### config.mk
export PLATFORM = sky130hd
export DESIGN_NAME = i2c_reg_seq
export DESIGN_NICKNAME = d
export VERILOG_FILES = /design/src/rtl/i2c_reg_seq.sv
export SDC_FILE = /design/constraint.sdc
export NUM_CORES = 1
export LEC_CHECK = 0
export BUFFER_PORTS_ARGS = -buffer_cell sky130_fd_sc_hd__buf_4
export CAP_MARGIN = 15
export CORE_MARGIN = 2
export CORE_UTILIZATION = 59
export CTS_CLUSTER_SIZE = 12
export DETAILED_ROUTE_END_ITERATION = 6
export GPL_ROUTABILITY_DRIVEN = 0
export PLACE_DENSITY = 0.85
export SYNTH_ARGS = -nofsm -noshare
export SYNTH_HDL_FRONTEND = slang
export SYNTH_SLANG_ARGS = --single-unit
### constraint.sdc
create_clock -name clk -period 5.2 [get_ports clk]
set_clock_uncertainty 0.1 [all_clocks]
set_input_delay 1.04 -clock clk [delete_from_list [all_inputs] [get_ports clk]]
set_output_delay 1.04 -clock clk [all_outputs]
set_load 0.005 [all_outputs]
### src/rtl/i2c_reg_seq.sv
module i2c_reg_seq #(
  parameter logic [6:0] DEV_ADDR     = 7'h2E,
  parameter int         RETRIES      = 3,
  parameter int         DEF_GUARD_US = 250,
  parameter int         ERR_US       = 250
) (
  input  logic        clk,
  input  logic        rst_n,
  input  logic        us_tick,
  input  logic        req_valid,
  output logic        req_ready,
  input  logic [15:0] req_addr,
  input  logic [2:0]  req_len,
  input  logic        req_write,
  input  logic [31:0] req_wdata,
  output logic        rsp_done,
  output logic        rsp_err,
  output logic [31:0] rsp_rdata,
  output logic        cmd_valid,
  output logic [1:0]  cmd_op,
  output logic [7:0]  cmd_byte,
  output logic        cmd_last,
  input  logic        cmd_done,
  input  logic        cmd_nack,
  input  logic [7:0]  cmd_rbyte
);
  localparam int MAX1 = (DEF_GUARD_US > ERR_US) ? DEF_GUARD_US : ERR_US;
  localparam int MAXV = (MAX1 > 255) ? MAX1 : 255;
  localparam int CW   = $clog2(MAXV + 1);
  localparam int TW   = (RETRIES < 1) ? 1 : $clog2(RETRIES + 1);
  localparam logic [1:0] OP_START = 2'd0, OP_WR = 2'd1, OP_RD = 2'd2, OP_STOP = 2'd3;

  typedef enum logic [3:0] {S_IDLE, S_START, S_ADDR, S_IDX, S_WDAT, S_RDAT, S_STOP, S_GUARD, S_ERRW} st_t;

  st_t st;
  logic [7:0]    idx;
  logic [2:0]    len;
  logic          wr, rdph, nacked, boot, g_rd, g_wr;
  logic [31:0]   wdata, rdata;
  logic [1:0]    bcnt;
  logic [TW-1:0] tries;
  logic [CW-1:0] cnt, g_len;
  logic          done_q, err_q;

  function automatic logic [7:0] map_idx(input logic [11:0] a);
    case (a)
      12'h000: return 8'h04;
      12'hFFF: return 8'h00;
      12'hF00: return 8'h48;
      12'hF04: return 8'h4C;
      default: return a[7:0];
    endcase
  endfunction

  function automatic logic [31:0] zmask(input logic [7:0] i);
    case (i)
      8'h04:   return 32'h0000_0048;
      8'h18:   return 32'h0000_0023;
      8'h14:   return 32'h0FFF_F000;
      8'h30:   return 32'h8000_0000;
      default: return 32'h0;
    endcase
  endfunction

  logic       unused_hi;
  logic [2:0] len_c;
  logic       last_b, chk_bad, g_end, at_limit, fin_ok, fin_err;

  assign unused_hi = ^req_addr[15:12];
  assign len_c     = (req_len == 3'd0) ? 3'd1 : (req_len > 3'd4) ? 3'd4 : req_len;
  assign last_b    = ({1'b0, bcnt} == len - 3'd1);
  assign chk_bad   = (len == 3'd1 || len == 3'd2 || len == 3'd4) && |(rdata & zmask(idx));
  assign g_end     = (st == S_GUARD) && (cnt == '0);
  assign at_limit  = (tries == TW'(RETRIES));
  assign fin_ok    = g_end && (wr || (rdph && !chk_bad));
  assign fin_err   = at_limit && (((st == S_STOP) && cmd_done && nacked) || (g_end && rdph && chk_bad));

  assign req_ready = (st == S_IDLE);
  assign cmd_valid = st inside {S_START, S_ADDR, S_IDX, S_WDAT, S_RDAT, S_STOP};
  assign cmd_last  = (st == S_RDAT) && last_b;
  assign rsp_done  = done_q;
  assign rsp_err   = err_q;
  assign rsp_rdata = rdata;

  always_comb begin
    case (st)
      S_ADDR, S_IDX, S_WDAT: cmd_op = OP_WR;
      S_RDAT:                cmd_op = OP_RD;
      S_STOP:                cmd_op = OP_STOP;
      default:               cmd_op = OP_START;
    endcase
    case (st)
      S_ADDR:  cmd_byte = {DEV_ADDR, rdph};
      S_IDX:   cmd_byte = idx;
      S_WDAT:  cmd_byte = wdata[{bcnt, 3'b000} +: 8];
      default: cmd_byte = 8'h00;
    endcase
  end

  always_ff @(posedge clk) begin
    if (!rst_n) begin
      st <= S_START; boot <= 1'b1; idx <= 8'h30; len <= 3'd4; wr <= 1'b0;
      wdata <= '0; rdata <= '0; bcnt <= '0; rdph <= 1'b0; nacked <= 1'b0;
      tries <= '0; cnt <= '0; g_rd <= 1'b1; g_wr <= 1'b1; g_len <= CW'(DEF_GUARD_US);
      done_q <= 1'b0; err_q <= 1'b0;
    end else begin
      done_q <= 1'b0;
      err_q  <= 1'b0;
      case (st)
        S_IDLE: if (req_valid) begin
          idx <= map_idx(req_addr[11:0]); len <= len_c; wr <= req_write;
          wdata <= req_wdata; rdph <= 1'b0; tries <= '0; st <= S_START;
        end
        S_START: if (cmd_done) begin nacked <= 1'b0; bcnt <= '0; st <= S_ADDR; end
        S_ADDR: if (cmd_done) begin
          if (cmd_nack) begin nacked <= 1'b1; st <= S_STOP; end
          else if (rdph) begin rdata <= '0; st <= S_RDAT; end
          else st <= S_IDX;
        end
        S_IDX: if (cmd_done) begin
          if (cmd_nack) begin nacked <= 1'b1; st <= S_STOP; end
          else st <= wr ? S_WDAT : S_STOP;
        end
        S_WDAT: if (cmd_done) begin
          if (cmd_nack) begin nacked <= 1'b1; st <= S_STOP; end
          else if (last_b) st <= S_STOP;
          else bcnt <= bcnt + 2'd1;
        end
        S_RDAT: if (cmd_done) begin
          rdata[{bcnt, 3'b000} +: 8] <= cmd_rbyte;
          if (last_b) st <= S_STOP;
          else bcnt <= bcnt + 2'd1;
        end
        S_STOP: if (cmd_done) begin
          if (nacked) begin
            tries <= tries + TW'(1); cnt <= CW'(ERR_US); st <= S_ERRW;
          end else begin
            cnt <= (rdph ? g_rd : g_wr) ? g_len : '0; st <= S_GUARD;
          end
        end
        S_GUARD:
          if (cnt != '0) begin
            if (us_tick) cnt <= cnt - CW'(1);
          end else if (!rdph) begin
            rdph <= 1'b1; st <= S_START;
          end else if (chk_bad) begin
            tries <= tries + TW'(1); cnt <= CW'(ERR_US); rdph <= 1'b0; st <= S_ERRW;
          end
        S_ERRW:
          if (cnt != '0) begin
            if (us_tick) cnt <= cnt - CW'(1);
          end else st <= S_START;
        default: st <= S_IDLE;
      endcase
      if (fin_ok || fin_err) begin
        st   <= S_IDLE;
        boot <= 1'b0;
        if (boot) begin
          if (fin_ok) begin
            g_len <= CW'(rdata[16:9]);
            g_rd  <= rdata[20] | rdata[19];
            g_wr  <= rdata[18] | rdata[17];
          end
        end else begin
          done_q <= 1'b1;
          err_q  <= fin_err;
        end
      end
    end
  end
endmodule

Word level (Yosys, flattened, before mapping)
Index checks and enable logic that the tools add are counted.
- register bits after elaboration: 107
- input port bits: 66
- output and inout bits: 47
- logic and storage cells: 191
- add/subtract/negate cells: 5
- order comparisons: 1
- equal/unequal tests: 51
- shift operators: 3
- muxes and demuxes: 65
- bitwise gates (word level): 5
- reductions and logical operators: 43
- operator list (cell ; count):
    2-to-1 mux 32 bit ; 4
    one-hot mux 32 bit (4 select lines) ; 1
    2-to-1 mux 8 bit ; 8
    one-hot mux 32 bit (2 select lines) ; 1
    2-to-1 mux 4 bit ; 14
    one-hot mux 8 bit (3 select lines) ; 2
    equality test 12 bit (second input constant) ; 3
    one-hot mux 4 bit (9 select lines) ; 1
    bitwise AND 32 bit ; 1
    bitwise mux 32 bit ; 1
    != test 2 bit (second input constant) ; 16
    one-hot mux 8 bit (4 select lines) ; 1
    OR reduction 32 bit ; 1
    variable shift 8 x 7 -> 32 bit (first input constant) ; 1
    variable part select 32 x 6 -> 8 bit ; 1
    variable part select 8 x 7 -> 32 bit ; 1
    != test 3 x 2 -> 1 bit (second input constant) ; 10
    2-to-1 mux 2 bit ; 13
    AND reduction 10 bit ; 2
    one-hot mux 2 bit (3 select lines) ; 3
    equality test 4 x 3 -> 1 bit (second input constant) ; 4
    equality test 8 x 5 -> 1 bit (second input constant) ; 2
    AND reduction 5 bit ; 3
    logical NOT 12 bit ; 1
    39 further kinds ; 78

Logic depth before layout (Yosys ltp)
- depth after elaboration: 12
- depth in mapped cells: 9

Least setup slack after synthesis
OpenSTA, ideal clock, no wires.
- path kind: register -> output
- from: reg bcnt[0]
- to: out cmd_byte[2]
- data arrival time: 1825 ps
- required time: 4060 ps
- path slack: 2235 ps
- stages on the path, launching flop included: 6
- path buffers: 2
- path through: dfxtp_1 -> clkbuf_1 -> buf_1 -> mux4_2 -> a21oi_1 -> o21ai_0
- longest elaborated chain between the ends: 2
- RTL lines (what ; RTL line ; text):
    start: declaration ; 40 ; logic [1:0] bcnt;
    start signal: assignment ; 127 ; else bcnt <= bcnt + 2'd1;
    start signal: assignment ; 132 ; else bcnt <= bcnt + 2'd1;
    variable part select 32 x 6 -> 8 bit ; 95 ; S_WDAT: cmd_byte = wdata[{bcnt, 3'b000} +: 8];
    one-hot mux 8 bit (3 select lines) ; 92 ; case (st)
    end: declaration ; 21 ; output logic [7:0] cmd_byte,
Every way passes these cells.

Worst setup path in the final report
- from: reg st[1]
- to: out cmd_byte[0]
- longest elaborated chain between the ends: 2
- elaborated cells on any way between the ends: 4
- classes of those cells: 3 x eq/ne; 1 x mux
- RTL lines (what ; RTL line ; text):
    start: declaration ; 35 ; st_t st;
    start signal: assignment ; 122 ; else st <= wr ? S_WDAT : S_STOP;
    equality test 4 x 3 -> 1 bit / equality test 4 x 2 -> 1 bit (equally long branches) ; 92 ;
    one-hot mux 8 bit (3 select lines) (*) ; 92 ;
Mark *: on every way between the ends. The rest lies on a longest branch, timed or not.

==> reports/results.ini <==
[finish]
nets = 808
stdcell_count = 844
syn2layout_area_growth_pct = 17.8
n_antenna_cell = 0
drive_above_1_share_pct = 21.1

[detailed_routing]
first_pass_iters = 5
vias = 5191
ant_nets = 0
drt-total-wl_microns = 14300
drt_iter0_drc = 357
via_per_inst = 6.15
drc = 0
wire_per_inst_microns = 17.0

[power]
p_leak_nw = 2.50
clkPwrFrac_pct = 22.5
pwr-share-seq_pct = 46.6
switchingPower_w = 0.000811
switching_share_pct = 37.6
peakVddDrop_mv = 0.168
combPwrFrac_pct = 30.9
p_int_w = 0.00135
power_density_mw_per_mm2 = 338

[setup_path]
worstPathArrival_ps = 2500
cp-start-kind = flip-flop
r2r_start = st[1]
crit_start = st[1]
crit_fanout = 21
endpoint = cmd_byte[0]
ff2ff_path_depth = 6
r2r_setup_slack_ps = 1940
r2r-end = rsp_rdata[13]
end_kind = output port
worst-setup-path-type = flip-flop to output port
required_ps = 4060

[synthesis]
synthTopCellsByCount = nand2_1, dfxtp_1, a21oi_1
synthCells = 654
synth-async-reset-ratio_pct = 0
synth_seq_cells = 107
synth_fa_ha_area_share_pct = 2.31
synth_compound_area_share_pct = 22.8
yosys.area.top_type_share_pct = 39.5
synth_edf_count = 0
synth_top_cell_by_area = dfxtp_1
synth_area_leaders = dfxtp_1, nand2_1, a21oi_1, nand3_1, mux4_2
syn_avg_cell_area_sq_um = 8.29
ys_types = 77
yosysSeqAreaShare_pct = 39.5
synth_area_sq_mm = 0.00542
synth-simple-area-share_pct = 23.9
synth_top_family_by_area = simple AND/OR/NAND/NOR gates
synth_most_common_cell = nand2_1
synth_nets = 730
yosys_warnings = 0
dominantRegCellSynth = dfxtp_1
synth_xor_area_share_pct = 0.808
synth_mux_area_share_pct = 5.93

[outcome]
status = finished, final reports clean

[timing]
slew_headroom_pct = 27.7
hold_viol_final = 0
max_clock_freq_mhz = 274
fin_crit_ps = 3640
fin_tns_setup_ps = 0
period_share_pct = 70.1
slew_violations = 0
grt_setup_unrepaired = false
worstMarginPinSlew_ps = 1080
setup_viol = 0

[clocking]
htreeDepth = 3
clk_pin_slew_ps = 110
clock_path_buffers = 2
cts_hold_buf = 0
cts_repair_resize_count = 0
clock_latency_ps = 380
cts.sinks = 107
numCtsBuffers = 9
cts_tree = done
post_cts_buffers = 0
root_buffer = clkbuf_8

[grt]
grt_use_total_pct = 29.2
grt_pass1_wl_microns = 23600
antenna_found_initial = 0
grt_pass1_vias = 4912
grt_max_degree = 67
grt_overflow = 0

[placement]
dp_cells = 828
portBuffers = 108
dp_hpwl_microns = 10100

[flow_run]
maxCapViolations = 0

[floorplanning]
rows = 34
initial_core_util_pct = 61.5
die_h_microns = 99.8
core_sq_mm = 0.00881
die_x_microns = 99.8
fp.dieArea_sq_mm = 0.00997
ioPinCount = 113

[hold_path]
hp-class = flip-flop to flip-flop
worstHoldStart = wdata[29]

-- kinds of logic (layout without fill, tap and decap cells) --
| family | Yosys count | count (layout) |
|---|---|---|
| AOI/OAI and AO/OA | 186 | 186 |
| xor gates and xnor gates | 5 | 5 |
| adders and majority gates | 10 | 10 |
| buffers and inverters | 60 | 142 |
| DFF | 107 | 107 |
| muxes | 22 | 22 |
| and+or+nand+nor | 264 | 264 |
-- power by group through the flow --
stage / registers, W / clock network [W] / logic (W)
after floorplan: 0.000936 / 0 / 0.000519
after global placement: 0.00101 / 0 / 0.000631
after global routing: 0.00102 / 0.000520 / 0.000737
final: 0.00100 / 0.000485 / 0.000667
after CTS: 0.00100 / 0.000491 / 0.000657
after detailed placement: 0.00102 / 0 / 0.000653
-- layout by cell type (no fill, tap or decap), drive strengths merged, types with 3 or more instances in the layout --
master and instances:
nand2 116, ha 10, nor3 10, buf 111, a22oi 3, mux2i 13, dfxtp 107, nor3b 3
nor4b 3, nand3b 3, mux4 8, and3 3, nor2 34, nand3 41, or3 3, o221a 3
a32oi 4, or2 6, a32o 3, inv 17, o31ai 4, o21ai 35, nand4 6, a211oi 5
nor2b 6, a21oi 58, o2111a 3, a221oi 3, clkbuf 10, clkinv 3, a21boi 37, nor4 10
xnor2 3, o21a 3, nand2b 8
-- area by class of cell --
type / count / area (sq um)
flip-flops and latches: 107 / 2140
well taps: 108 / 135
inverters: 15 / 56.3
repair buffers: 112 / 838
fillers: 707 / 2420
multi-input cells: 487 / 3030
clock inverters: 6 / 56.3
clock buffers: 9 / 124
-- worst max-delay path, cell delays in order (launching register included) --
cell      delay (ps)
dfxtp_1          760
nor3b_2          790
a221oi_1         230
a21oi_1          210
buf_4            140
-- flip-flops by register name, summed over array words and instances (netlist names) --
signal,flops
len,3
g_wr,1
boot,1
bcnt,2
rsp_done,1
st,4
rsp_err,1
g_len,8
nacked,1
tries,2
g_rd,1
wdata,32
cnt,8
wr,1
rdph,1
idx,8
rsp_rdata,32
-- through the flow --
step	utilization (%)	hold slack, ps	setup WS [ps]	area [sq um]	total power [W]
2_1_floorplan	-	333	2230	5420	0.00146
6_report	72.5	366	1560	6380	0.00216
3_5_place_dp	70.4	347	1950	6200	0.00167
5_1_grt	72.5	385	1340	6380	0.00228
4_1_cts	72.4	364	1550	6380	0.00215
3_3_place_gp	70.4	341	1980	6200	0.00164
-- per-layer routing --
layer,share of wire [%],vias up,wire length (microns),global-route usage [%]
li1,-,2504,-,-
met1,41,2425,5830,37.4
met2,50,224,7230,49.9
met3,6.6,38,940,5.15
met4,2.3,0,324,9.91
met5,0,-,0,0
-- worst min-delay path by stage --
stage,slack [ps],endpoint,cells after the start
after floorplan,330,wdata[20],2
after global routing,390,wdata[23],2
after detailed placement,350,wdata[23],2
final,370,wdata[29],2
after CTS,360,wdata[23],2
after global placement,340,wdata[28],2
Power figures use the tool's default switching activity.
